<file path="config.mk">
export PLATFORM = sky130hd
export DESIGN_NAME = atm_tx_cell_src
export DESIGN_NICKNAME = d
export VERILOG_FILES = /design/src/rtl/atm_tx_pkg.sv /design/src/rtl/atm_hec_acc.sv /design/src/rtl/atm_cell_seq.sv /design/src/rtl/atm_urun_ev.sv /design/src/rtl/atm_tx_cell_src.sv
export SDC_FILE = /design/constraint.sdc
export NUM_CORES = 1
export LEC_CHECK = 0
export CAP_MARGIN = 15
export CELL_PAD_IN_SITES_DETAIL_PLACEMENT = 0
export CELL_PAD_IN_SITES_GLOBAL_PLACEMENT = 1
export CORE_MARGIN = 2
export CORE_UTILIZATION = 51
export DETAILED_ROUTE_END_ITERATION = 12
export DONT_BUFFER_PORTS = 1
export GPL_TIMING_DRIVEN = 0
export PLACE_DENSITY_LB_ADDON = 0.1
export SETUP_SLACK_MARGIN = 0.05
export SLEW_MARGIN = 20
export SYNTH_ARGS = -nofsm -noshare
export SYNTH_HDL_FRONTEND = slang
export SYNTH_SLANG_ARGS = --single-unit
</file>
<file path="constraint.sdc">
create_clock -name clk_i -period 5 [get_ports clk_i]
set_input_delay 1.25 -clock clk_i [delete_from_list [all_inputs] [get_ports clk_i]]
set_output_delay 1.25 -clock clk_i [all_outputs]
set_load 0.03 [all_outputs]
</file>
<file path="src/rtl/atm_tx_pkg.sv">
package atm_tx_pkg;
  localparam int unsigned HDR_BYTES = 4;
  localparam int unsigned PAY_BYTES = 48;
  localparam logic [7:0]  HEC_POLY  = 8'h07;
  localparam logic [7:0]  HEC_COSET = 8'h55;
  localparam logic [7:0]  IDLE_PAY  = 8'h6A;
  localparam logic [8*HDR_BYTES-1:0] IDLE_HDR = 32'h0000_0001;

  function automatic logic [7:0] crc8_byte(logic [7:0] crc, logic [7:0] d);
    logic [7:0] c;
    c = crc ^ d;
    for (int b = 0; b < 8; b++)
      c = c[7] ? ((c << 1) ^ HEC_POLY) : (c << 1);
    return c;
  endfunction
endpackage

</file>
<file path="src/rtl/atm_hec_acc.sv">
module atm_hec_acc
  import atm_tx_pkg::*;
(
  input  logic       clk_i,
  input  logic       rst_ni,
  input  logic       en_i,
  input  logic       first_i,
  input  logic [7:0] byte_i,
  output logic [7:0] hec_o
);
  logic [7:0] crc_q;

  always_ff @(posedge clk_i or negedge rst_ni) begin
    if (!rst_ni)   crc_q <= '0;
    else if (en_i) crc_q <= crc8_byte(first_i ? 8'h00 : crc_q, byte_i);
  end

  assign hec_o = crc_q ^ HEC_COSET;
endmodule

</file>
<file path="src/rtl/atm_cell_seq.sv">
module atm_cell_seq #(
  parameter int unsigned CELL_BYTES = 53,
  localparam int unsigned IDX_W = $clog2(CELL_BYTES)
) (
  input  logic             clk_i,
  input  logic             rst_ni,
  input  logic             step_i,
  input  logic             avail_i,
  output logic [IDX_W-1:0] idx_o,
  output logic             user_o,
  output logic             boundary_o
);
  localparam logic [IDX_W-1:0] LAST_IDX = IDX_W'(CELL_BYTES - 1);

  logic [IDX_W-1:0] idx_q;
  logic             user_q;

  assign boundary_o = step_i && (idx_q == LAST_IDX);

  always_ff @(posedge clk_i or negedge rst_ni) begin
    if (!rst_ni) begin
      idx_q  <= '0;
      user_q <= 1'b0;
    end else if (boundary_o) begin
      idx_q  <= '0;
      user_q <= avail_i;
    end else if (step_i) begin
      idx_q  <= idx_q + 1'b1;
    end
  end

  assign idx_o  = idx_q;
  assign user_o = user_q;
endmodule

</file>
<file path="src/rtl/atm_urun_ev.sv">
module atm_urun_ev (
  input  logic clk_i,
  input  logic rst_ni,
  input  logic set_i,
  input  logic clr_i,
  output logic ev_o
);
  logic ev_q;

  // set beats clear
  always_ff @(posedge clk_i or negedge rst_ni) begin
    if (!rst_ni) ev_q <= 1'b0;
    else         ev_q <= set_i | (ev_q & ~clr_i);
  end

  assign ev_o = ev_q;
endmodule

</file>
<file path="src/rtl/atm_tx_cell_src.sv">
module atm_tx_cell_src
  import atm_tx_pkg::*;
(
  input  logic       clk_i,
  input  logic       rst_ni,
  input  logic       line_en_i,
  input  logic       cell_avail_i,
  input  logic [7:0] fifo_data_i,
  output logic       fifo_pop_o,
  output logic [7:0] tx_byte_o,
  output logic       tx_valid_o,
  output logic       tx_sop_o,
  output logic       tx_idle_o,
  input  logic       urun_en_i,
  input  logic       ev_clr_wr_i,
  input  logic       ev_clr_data_i,
  output logic       ev_urun_o,
  output logic       irq_o
);
  localparam int unsigned CELL_BYTES = HDR_BYTES + 1 + PAY_BYTES;
  localparam int unsigned IDX_W      = $clog2(CELL_BYTES);
  localparam logic [IDX_W-1:0] HEC_IDX = IDX_W'(HDR_BYTES);

  logic [IDX_W-1:0] idx;
  logic             user, boundary;
  logic             in_hdr, in_hec;
  logic [7:0]       hec, idle_hdr_byte, cur_byte;

  atm_cell_seq #(.CELL_BYTES(CELL_BYTES)) u_seq (
    .clk_i, .rst_ni,
    .step_i     (line_en_i),
    .avail_i    (cell_avail_i),
    .idx_o      (idx),
    .user_o     (user),
    .boundary_o (boundary)
  );

  assign in_hdr = idx < HEC_IDX;
  assign in_hec = idx == HEC_IDX;

  always_comb begin
    idle_hdr_byte = '0;
    for (int k = 0; k < HDR_BYTES; k++)
      if (idx == IDX_W'(k)) idle_hdr_byte = IDLE_HDR[8*(HDR_BYTES-1-k) +: 8];
  end

  always_comb begin
    if (in_hdr)      cur_byte = user ? fifo_data_i : idle_hdr_byte;
    else if (in_hec) cur_byte = hec;
    else             cur_byte = user ? fifo_data_i : IDLE_PAY;
  end

  atm_hec_acc u_hec (
    .clk_i, .rst_ni,
    .en_i    (line_en_i && in_hdr),
    .first_i (idx == '0),
    .byte_i  (cur_byte),
    .hec_o   (hec)
  );

  atm_urun_ev u_ev (
    .clk_i, .rst_ni,
    .set_i (boundary && !cell_avail_i),
    .clr_i (ev_clr_wr_i && ev_clr_data_i),
    .ev_o  (ev_urun_o)
  );

  assign fifo_pop_o = line_en_i && user && !in_hec;
  assign irq_o      = ev_urun_o && urun_en_i;

  always_ff @(posedge clk_i or negedge rst_ni) begin
    if (!rst_ni) begin
      tx_valid_o <= 1'b0;
      tx_byte_o  <= '0;
      tx_sop_o   <= 1'b0;
      tx_idle_o  <= 1'b0;
    end else begin
      tx_valid_o <= line_en_i;
      if (line_en_i) begin
        tx_byte_o <= cur_byte;
        tx_sop_o  <= idx == '0;
        tx_idle_o <= !user;
      end
    end
  end
endmodule

</file>
Word level (Yosys, flattened, before mapping)
Cells that the tools add are included.
{"block": "classes", "add_sub_neg": 1, "order_cmp": 1, "n_eq_ne": 3, "muxes": 16, "bitwise_logic": 13, "reduce_logical": 12}
{"cell": "8-bit 2-to-1 mux", "count": 5}
{"cell": "3-bit 2-to-1 mux", "count": 8}
{"cell": "3-bit inverter", "count": 8}
{"cell": "6-bit 2-to-1 mux", "count": 2}
{"cell": "8-bit XOR", "count": 1}
{"cell": "1-bit logical AND", "count": 7}
{"cell": "6-bit by 1-bit adder with 6-bit output (second input constant)", "count": 1}
{"cell": "6-bit by 2-bit equality test with 1-bit output (second input constant)", "count": 1}
{"cell": "6-bit by 3-bit equality test with 1-bit output (second input constant)", "count": 1}
{"cell": "6-bit equality test (second input constant)", "count": 1}
{"cell": "6-bit zero test", "count": 1}
{"cell": "6-bit by 3-bit < comparator with 1-bit output (second input constant)", "count": 1}
{"cell": "4-bit inverter", "count": 1}
{"cell": "1-bit zero test", "count": 3}
{"cell": "2-bit nonzero test", "count": 1}
{"cell": "1-bit AND", "count": 1}
{"cell": "1-bit 2-to-1 mux", "count": 1}
{"cell": "1-bit inverter", "count": 1}
{"cell": "1-bit bitwise OR", "count": 1}
{"block": "totals", "register_bits": 27, "input_bits": 15, "out_inout_bits": 14, "word_cells": 54}

Depth between registers and ports, before layout
Gate-level depths: netlist of run 1.
{"block": "logic_depth", "ltp_word": 21, "mapped_depth": 9, "depth_no_buf": 8}

Modules after synthesis
Synthesis of run 1 repeated with hierarchy kept, for this count alone.
{"block": "hier_totals", "hier_cells": 181, "area_unflattened_um2": 1765.4}
{"module": "atm_hec_acc", "instances": 1, "cells_per_inst": 77, "area_each_um2": 708.2, "seq_area_each_um2": 200.2}
{"module": "atm_tx_cell_src", "instances": 1, "cells_per_inst": 67, "area_each_um2": 651.9, "seq_area_each_um2": 275.3}
{"module": "atm_cell_seq", "instances": 1, "cells_per_inst": 34, "area_each_um2": 369.1, "seq_area_each_um2": 175.2}
{"module": "atm_urun_ev", "instances": 1, "cells_per_inst": 3, "area_each_um2": 36.3, "seq_area_each_um2": 25.0}

Least setup slack after synthesis of run 1
OpenSTA, ideal clock, no wires.
{"block": "synth_path", "kind": "input-to-output", "start": "in line_en_i", "end": "out fifo_pop_o", "arrival_time_ps": 2158, "required_time_ps": 3750, "slack_ps": 1592, "cell_stages": 3, "n_path_buf": 2, "path_cell_list": "clkbuf_1 clkbuf_1 and3_1"}
{"block": "synth_between", "elab_chain_len": 2}
{"item": "start, declared", "line_no": "atm_tx_cell_src.sv:6", "text": "input logic line_en_i,"}
{"item": "1-bit logical AND (2 in series)", "line_no": "atm_tx_cell_src.sv:68", "text": "assign fifo_pop_o = line_en_i && user && !in_hec;"}
{"item": "end, declared", "line_no": "atm_tx_cell_src.sv:9", "text": "output logic fifo_pop_o,"}
Every way passes these cells.

Final worst setup path of run 1
{"block": "layout_path", "start": "reg u_seq.idx_q[0] (netlist: u_seq.idx_o[0])", "end": "out fifo_pop_o"}
{"block": "layout_between", "elab_chain_len": 3}
{"item": "start, declared", "line_no": "atm_cell_seq.sv:15", "text": "logic [IDX_W-1:0] idx_q;"}
{"item": "start signal, assigned", "line_no": "atm_cell_seq.sv:28", "text": "idx_q <= idx_q + 1'b1;"}
{"item": "6-bit by 3-bit equality test with 1-bit output", "line_no": "atm_tx_cell_src.sv:39", "text": "assign in_hec = idx == HEC_IDX;"}
{"item": "1-bit zero test", "line_no": "atm_tx_cell_src.sv:68"}
{"item": "1-bit logical AND", "line_no": "atm_tx_cell_src.sv:68"}
Every way passes these cells.

==> results of run 1 <==
## worst paths after layout
check	slack [ns]	end	cells after the start
worst min-delay path	0.60	u_seq.idx_o[1]	2
worst max-delay path	0.95	fifo_pop_o	6
worst max register to register	2.13	u_hec.crc_q[2]	8
min in group asynchronous	0.64	tx_sop_o	0
max in group asynchronous	4.29	u_seq.idx_o[2]	0
worst min register to register	0.60	u_seq.idx_o[1]	2
## cell usage after synthesis (2+ instances only)
cell type / count
a21oi_1: 14
a221oi_1: 3
a31oi_1: 7
and2_1: 2
and3_1: 2
buf_2: 3
clkbuf_1: 13
dfrtp_1: 27
ha_1: 2
inv_1: 11
mux2i_1: 5
nand2_1: 25
nand3_1: 8
nand3b_1: 2
nand4_1: 5
nand4b_1: 3
nor2_1: 21
nor2b_1: 4
nor3b_1: 3
nor4_1: 3
o211ai_1: 3
o21ai_0: 22
o22a_1: 4
o31ai_1: 2
or3_1: 3
xnor2_1: 3
xor2_1: 13
## final cells by class
class / count / area [um2]
Clock buffer: 3 / 41.29
Inverter: 11 / 41.29
Sequential cell: 27 / 675.6
Buffer: 18 / 78.83
Clock inverter: 1 / 8.758
Tap cell: 48 / 60.06
Fill cell: 365 / 1602
Multi-Input combinational cell: 183 / 1181
## metrics by stage
stage	setup WS, ns	total power (W)	std cells	utilization
after floorplan	1.592	0.001100	239	-
final	0.9513	0.001428	291	0.5658
after CTS	1.046	0.001420	291	0.5658
after global routing	0.7466	0.001540	291	0.5658
after detailed placement	1.292	0.001282	287	0.5522
after global placement	1.298	0.001255	287	0.5522
## layer usage
layer	part of all wire	wire length (um)	GRT usage	vias to the layer above
met4	0.013	65	0.09949	0
met2	0.49	2430	0.4263	53
met1	0.46	2300	0.3290	891
li1	-	-	-	860
met3	0.042	209	0.04429	7
met5	0	0	0	-
## registers in the layout (all words and copies together), names as in the netlist
register and cells:
u_seq.idx_o 6, u_hec.crc_q 8, tx_sop_o 1, tx_idle_o 1, u_seq.user_o 1, u_ev.ev_o 1
tx_valid_o 1, tx_byte_o 8
## logic make-up (layout without fill, tap and decap cells)
logic type,count (synthesis),in the layout,synth area share
muxes,7,7,0.03861
AOI/OAI and AO/OA,66,66,0.2152
adders and majority gates,2,2,0.01266
buffers and inverters,29,33,0.06076
and+or+nand+nor,91,91,0.2487
DFF,27,27,0.3418
xor gates and xnor gates,17,17,0.08228
## power by group through the flow
stage | Combinational (W) | Sequential (W) | Clock, W
4_1_cts | 0.000857 | 0.000423 | 0.000140
3_5_place_dp | 0.000854 | 0.000428 | 0
5_1_grt | 0.000955 | 0.000435 | 0.000150
6_report | 0.000864 | 0.000424 | 0.000140
3_3_place_gp | 0.000831 | 0.000424 | 0
2_1_floorplan | 0.000698 | 0.000402 | 0
## tightest hold or removal path, stage by stage, from the launching register on
cell	delay, ns
dfrtp_1	0.42
inv_1	0.08
o21ai_0	0.07
==> metrics, run 1 <==
outcome finished, final reports clean; Sw Ratio 0.4936; FP Rows 22; Routed WL 5.006 mm; CTS Buf Count 3; post-cts resize count 0; DP HPWL 3.716 mm; Hold Crit Class reg2reg; Wirelength per Cell 17.20 um; Initial Utilization 0.5360; YS warnings 0; Root Buffer Master clkbuf_8; first-pass GRT wire length 8.549 mm; I/O Buffers 0; GR Overflow Total 0; MaxCap Viol Count 0; clk slew on worst S/H paths 0.11 ns; most common cell after layout, fill and taps aside dfrtp_1; kind of end point of the critical path output pin; H-tree depth 1; Detailed Routing Iterations Pass 1 4; NetSw 0.0007048 W; num ports 29; Comb pwr share 0.605; CP cell instances inv_1 -> ha_1 -> nor4b_2 -> nand2_1 -> clkbuf_1 -> and3_1; top cells by area, synth dfrtp_1 (34%), xor2_1 (5.8%), o21ai_0 (5.6%); Reg-to-Reg Start u_seq.idx_o[0]; Detail Route Antenna Nets 0; ANT cells 0; synthesized netlist cell count 239; Setup Skew 0.002716 ns; largest net degree at the start of global routing 28; Async S/R FF share, synth 1.000; aggregate negative setup slack 0 ns; design area 2087 um2; layout overhead on the synthesized area 5.570%; commonest non-fill, non-tap cells in the layout dfrtp_1 (27), nand2_1 (25), o21ai_0 (22); via count 1,811; CP delay by family, top simple AND/OR/NAND/NOR gates; Int Power 0.0007232 W; max-slew violation count 0; Yosys top cell area share 0.3418; vias in the first global route 1,835; Post-synth EDFFs 0; Crit Path Category reg2out; register area share after synthesis 0.3418; Hold Violations, Final 0; crit share post-route 0.8097; Clock power frac 0.098; area leader, netlist dfrtp_1; Worst Path Arrival 2.80 ns; max_slew headroom 0.3191; Die W 66.26 um; Netlist Area Pre-Place 1977 um2; slowest cell on the critical path nor4b_2; startpoint types register; clk sink count 27; WP data required 3.75 ns; CTS max path bufs 2; Avg Vias per Cell 6.223; CP Max Fanout 10; Placed Area 2037 um2; Power Dens Cells 684.3 nW/um2; Die Y 66.26 um; GPL Wtd Cong 0.9333; hold wc startpoint u_seq.idx_o[1]; Remaining DRCs 0; Tmin final 4.049 ns; leakage 0.8790 nW; Setup crit start u_seq.idx_o[0]; share of cells above drive strength 1 0.06584; fmax 247.0 MHz; Post CTS Setup Buffer Count 0; 1st-iter DRT viols 148; Final nets 261; RSZ-0062 raised after global routing no; Synth Flop Type dfrtp_1; hold-fix buffers at CTS 0; Yosys reg bits 27; antenna violations before repair 0; final setup fails 0; Clk Latency, worst-skew pair 0.29 ns; Worst Tran Pin Value 1.019 ns; Die ar. 4390 um2; Fin Hold WS 0.6032 ns; Core Area 3689 um2; VDD IR max 275.0 uV; Worst path max stage delay 0.84 ns; CTS tree done; Distinct cells, synth 53; GRT Total Usage 0.2559; Buf/Inv on CP 2; Post-Synthesis Mean Instance Area 8.272 um2; syn_nets 256; Sequential Power Share 0.297
Note: power is estimated with default switching activity, not from simulation.
==> inputs of run 2 (changes only) <==
--- a/config.mk
+++ b/config.mk
@@ -9,7 +9,7 @@
 export CELL_PAD_IN_SITES_DETAIL_PLACEMENT = 0
 export CELL_PAD_IN_SITES_GLOBAL_PLACEMENT = 1
 export CORE_MARGIN = 2
-export CORE_UTILIZATION = 51
+export CORE_UTILIZATION = 47
 export DETAILED_ROUTE_END_ITERATION = 12
 export DONT_BUFFER_PORTS = 1
 export GPL_TIMING_DRIVEN = 0
==> constraint.sdc (replaced) <==
create_clock -name clk_i -period 3.95 [get_ports clk_i]
set_input_delay 0.9875 -clock clk_i [delete_from_list [all_inputs] [get_ports clk_i]]
set_output_delay 0.9875 -clock clk_i [all_outputs]
set_load 0.03 [all_outputs]
==> run 2 against run 1 <==
Total power grew 27%. Core utilization decreased by 4.5 points. Cell area grew 0.60%. Critical endpoint unchanged. Clock power increased by 27%. Critical path type unchanged. Sequential power grew 27%.
==> metrics, run 2 (synthesized netlist as in run 1, its figures left out) <==
Root Buffer Master clkbuf_8 (unchanged); Clock power frac 0.098 (about the same); post-cts resize count 0 (unchanged); 1st-iter DRT viols 86 (was 148); Reg-to-Reg Start u_seq.idx_o[3] (was u_seq.idx_o[0]); max_slew headroom 0.4524 (was 0.3191); Tmin final 3.523 ns; Avg Vias per Cell 5.983 (was 6.223); WP data required 2.96 ns (was 3.75 ns); Routed WL 5.131 mm (was 5.006 mm); Worst Path Arrival 2.54 ns (was 2.80 ns); ANT cells 0 (unchanged); largest net degree at the start of global routing 28 (unchanged); Comb pwr share 0.606 (was 0.605); I/O Buffers 0 (unchanged); Wirelength per Cell 17.51 um (was 17.20 um); met2 Track Usage GR 0.3690 (was 0.4263); VDD IR max 294.4 uV (was 275.0 uV); most common cell after layout, fill and taps aside dfrtp_1 (unchanged); CP Max Fanout 10 (unchanged); GR Overflow Total 0 (unchanged); vias in the first global route 1,590 (was 1,835); outcome finished, final reports clean (unchanged); CTS Buf Count 3 (unchanged); GRT Total Usage 0.2413 (was 0.2559); FP Rows 23 (was 22); Hold Crit Class in2async (was reg2reg); layout overhead on the synthesized area 6.202% (was 5.570%); first-pass GRT wire length 8.369 mm (was 8.549 mm); commonest non-fill, non-tap cells in the layout dfrtp_1 (27), nand2_1 (25), o21ai_0 (22) (unchanged); DP HPWL 3.726 mm (was 3.716 mm); kind of end point of the critical path output pin (unchanged); CTS tree done (unchanged); Detailed Routing Iterations Pass 1 4 (unchanged); Sw Ratio 0.4927 (was 0.4936); Initial Utilization 0.4907 (was 0.5360); Most Used Layer, Global Route met2 (unchanged); final setup fails 0 (unchanged); Crit Path Category reg2out (unchanged); Die ar. 4741 um2 (was 4390 um2); clk slew on worst S/H paths 0.11 ns (about the same); CTS max path bufs 2 (unchanged); Core Area 4029 um2 (was 3689 um2); antenna violations before repair 0 (unchanged); NetSw 0.0008948 W (was 0.0007048 W); max-slew violation count 0 (unchanged); met3 Track Usage GR 0.03896 (was 0.04429); Die Y 68.86 um (was 66.26 um); share of cells above drive strength 1 0.06996 (was 0.06584); startpoint types register (unchanged); Int Power 0.0009212 W (was 0.0007232 W); area of the multi-input gates 1190 um2 (was 1181 um2); via count 1,753 (was 1,811); num ports 29 (unchanged); Fin Hold WS 0.3749 ns (was 0.6032 ns); Layout fillers 423 (was 365); Final nets 261 (unchanged); MaxCap Viol Count 0 (unchanged); aggregate negative setup slack 0 ns (unchanged); Power Dens Cells 865.0 nW/um2 (was 684.3 nW/um2); Post CTS Setup Buffer Count 0 (unchanged); Sequential Power Share 0.296 (was 0.297); FF/Latch Area 675.6 um2 (unchanged); crit share post-route 0.8920; leakage 0.8856 nW (was 0.8790 nW); H-tree depth 1 (unchanged); hold-fix buffers at CTS 0 (unchanged); RSZ-0062 raised after global routing no (unchanged); GPL Wtd Cong 0.7852 (was 0.9333); clk sink count 27 (unchanged); fmax 283.8 MHz; Hold Violations, Final 0 (unchanged); Detail Route Antenna Nets 0 (unchanged); Remaining DRCs 0 (unchanged); Worst R2R Setup Slack 1.27 ns (was 2.13 ns); M1 GR Usage 0.3619 (was 0.3290); Clk Latency, worst-skew pair 0.29 ns (about the same); Setup crit start u_seq.user_o (was u_seq.idx_o[0]); Die W 68.86 um (was 66.26 um); Worst Tran Pin Value 0.8196 ns (was 1.019 ns); Setup Skew 0.006321 ns (was 0.002716 ns); Reg2Reg Depth 8 (unchanged)
[run 2: per-layer routing]
layer	vias up	wire length, um
li1	860	-
met1	844	2450
met2	44	2315
met4	0	44
met5	-	0
met3	5	321
[run 2: through the flow]
stage               cell area, um2  setup WS, ns  instances  utilization  total power, W
floorplan                     1977         1.067        239            -        0.001392
global placement              2039        0.5113        289       0.5062        0.001613
detailed placement            2039        0.5461        289       0.5062        0.001620
CTS                           2090        0.2137        293       0.5186        0.001804
global route                  2100        0.2455        293       0.5211        0.001978
finish                        2100        0.4266        293       0.5211        0.001816
[run 2: worst paths after layout]
kind | to
setup / recovery | fifo_pop_o
min in group clk_i | u_seq.idx_o[1]
hold / removal | tx_byte_o[4]
max in group asynchronous | u_hec.crc_q[5]
setup reg to reg | u_hec.crc_q[2]
hold reg to reg | u_seq.idx_o[1]
[run 2: cell type report]
class / count / area share
Tap cell: 50 / 0.02980
Buffer: 18 / 0.03814
Clock buffer: 3 / 0.01967
Multi-Input combinational cell: 183 / 0.5667
Inverter: 11 / 0.01967
Clock inverter: 1 / 0.004172
Sequential cell: 27 / 0.3218
[run 2: worst max-delay path, cell delays in order (launching register included)]
cell,delay (ns)
dfrtp_1,0.36
clkbuf_1,0.39
clkbuf_1,0.40
clkbuf_1,0.37
clkbuf_2,0.33
and3_1,0.39
[run 2: power groups by stage]
| stage | clock network (W) | registers [W] | logic [W] |
|---|---|---|---|
| after global placement | 0 | 0.000540 | 0.00107 |
| after detailed placement | 0 | 0.000541 | 0.00108 |
| after CTS | 0.000184 | 0.000536 | 0.00108 |
| final | 0.000178 | 0.000537 | 0.00110 |
| after floorplan | 0 | 0.000508 | 0.000884 |
| after global routing | 0.000190 | 0.000553 | 0.00123 |
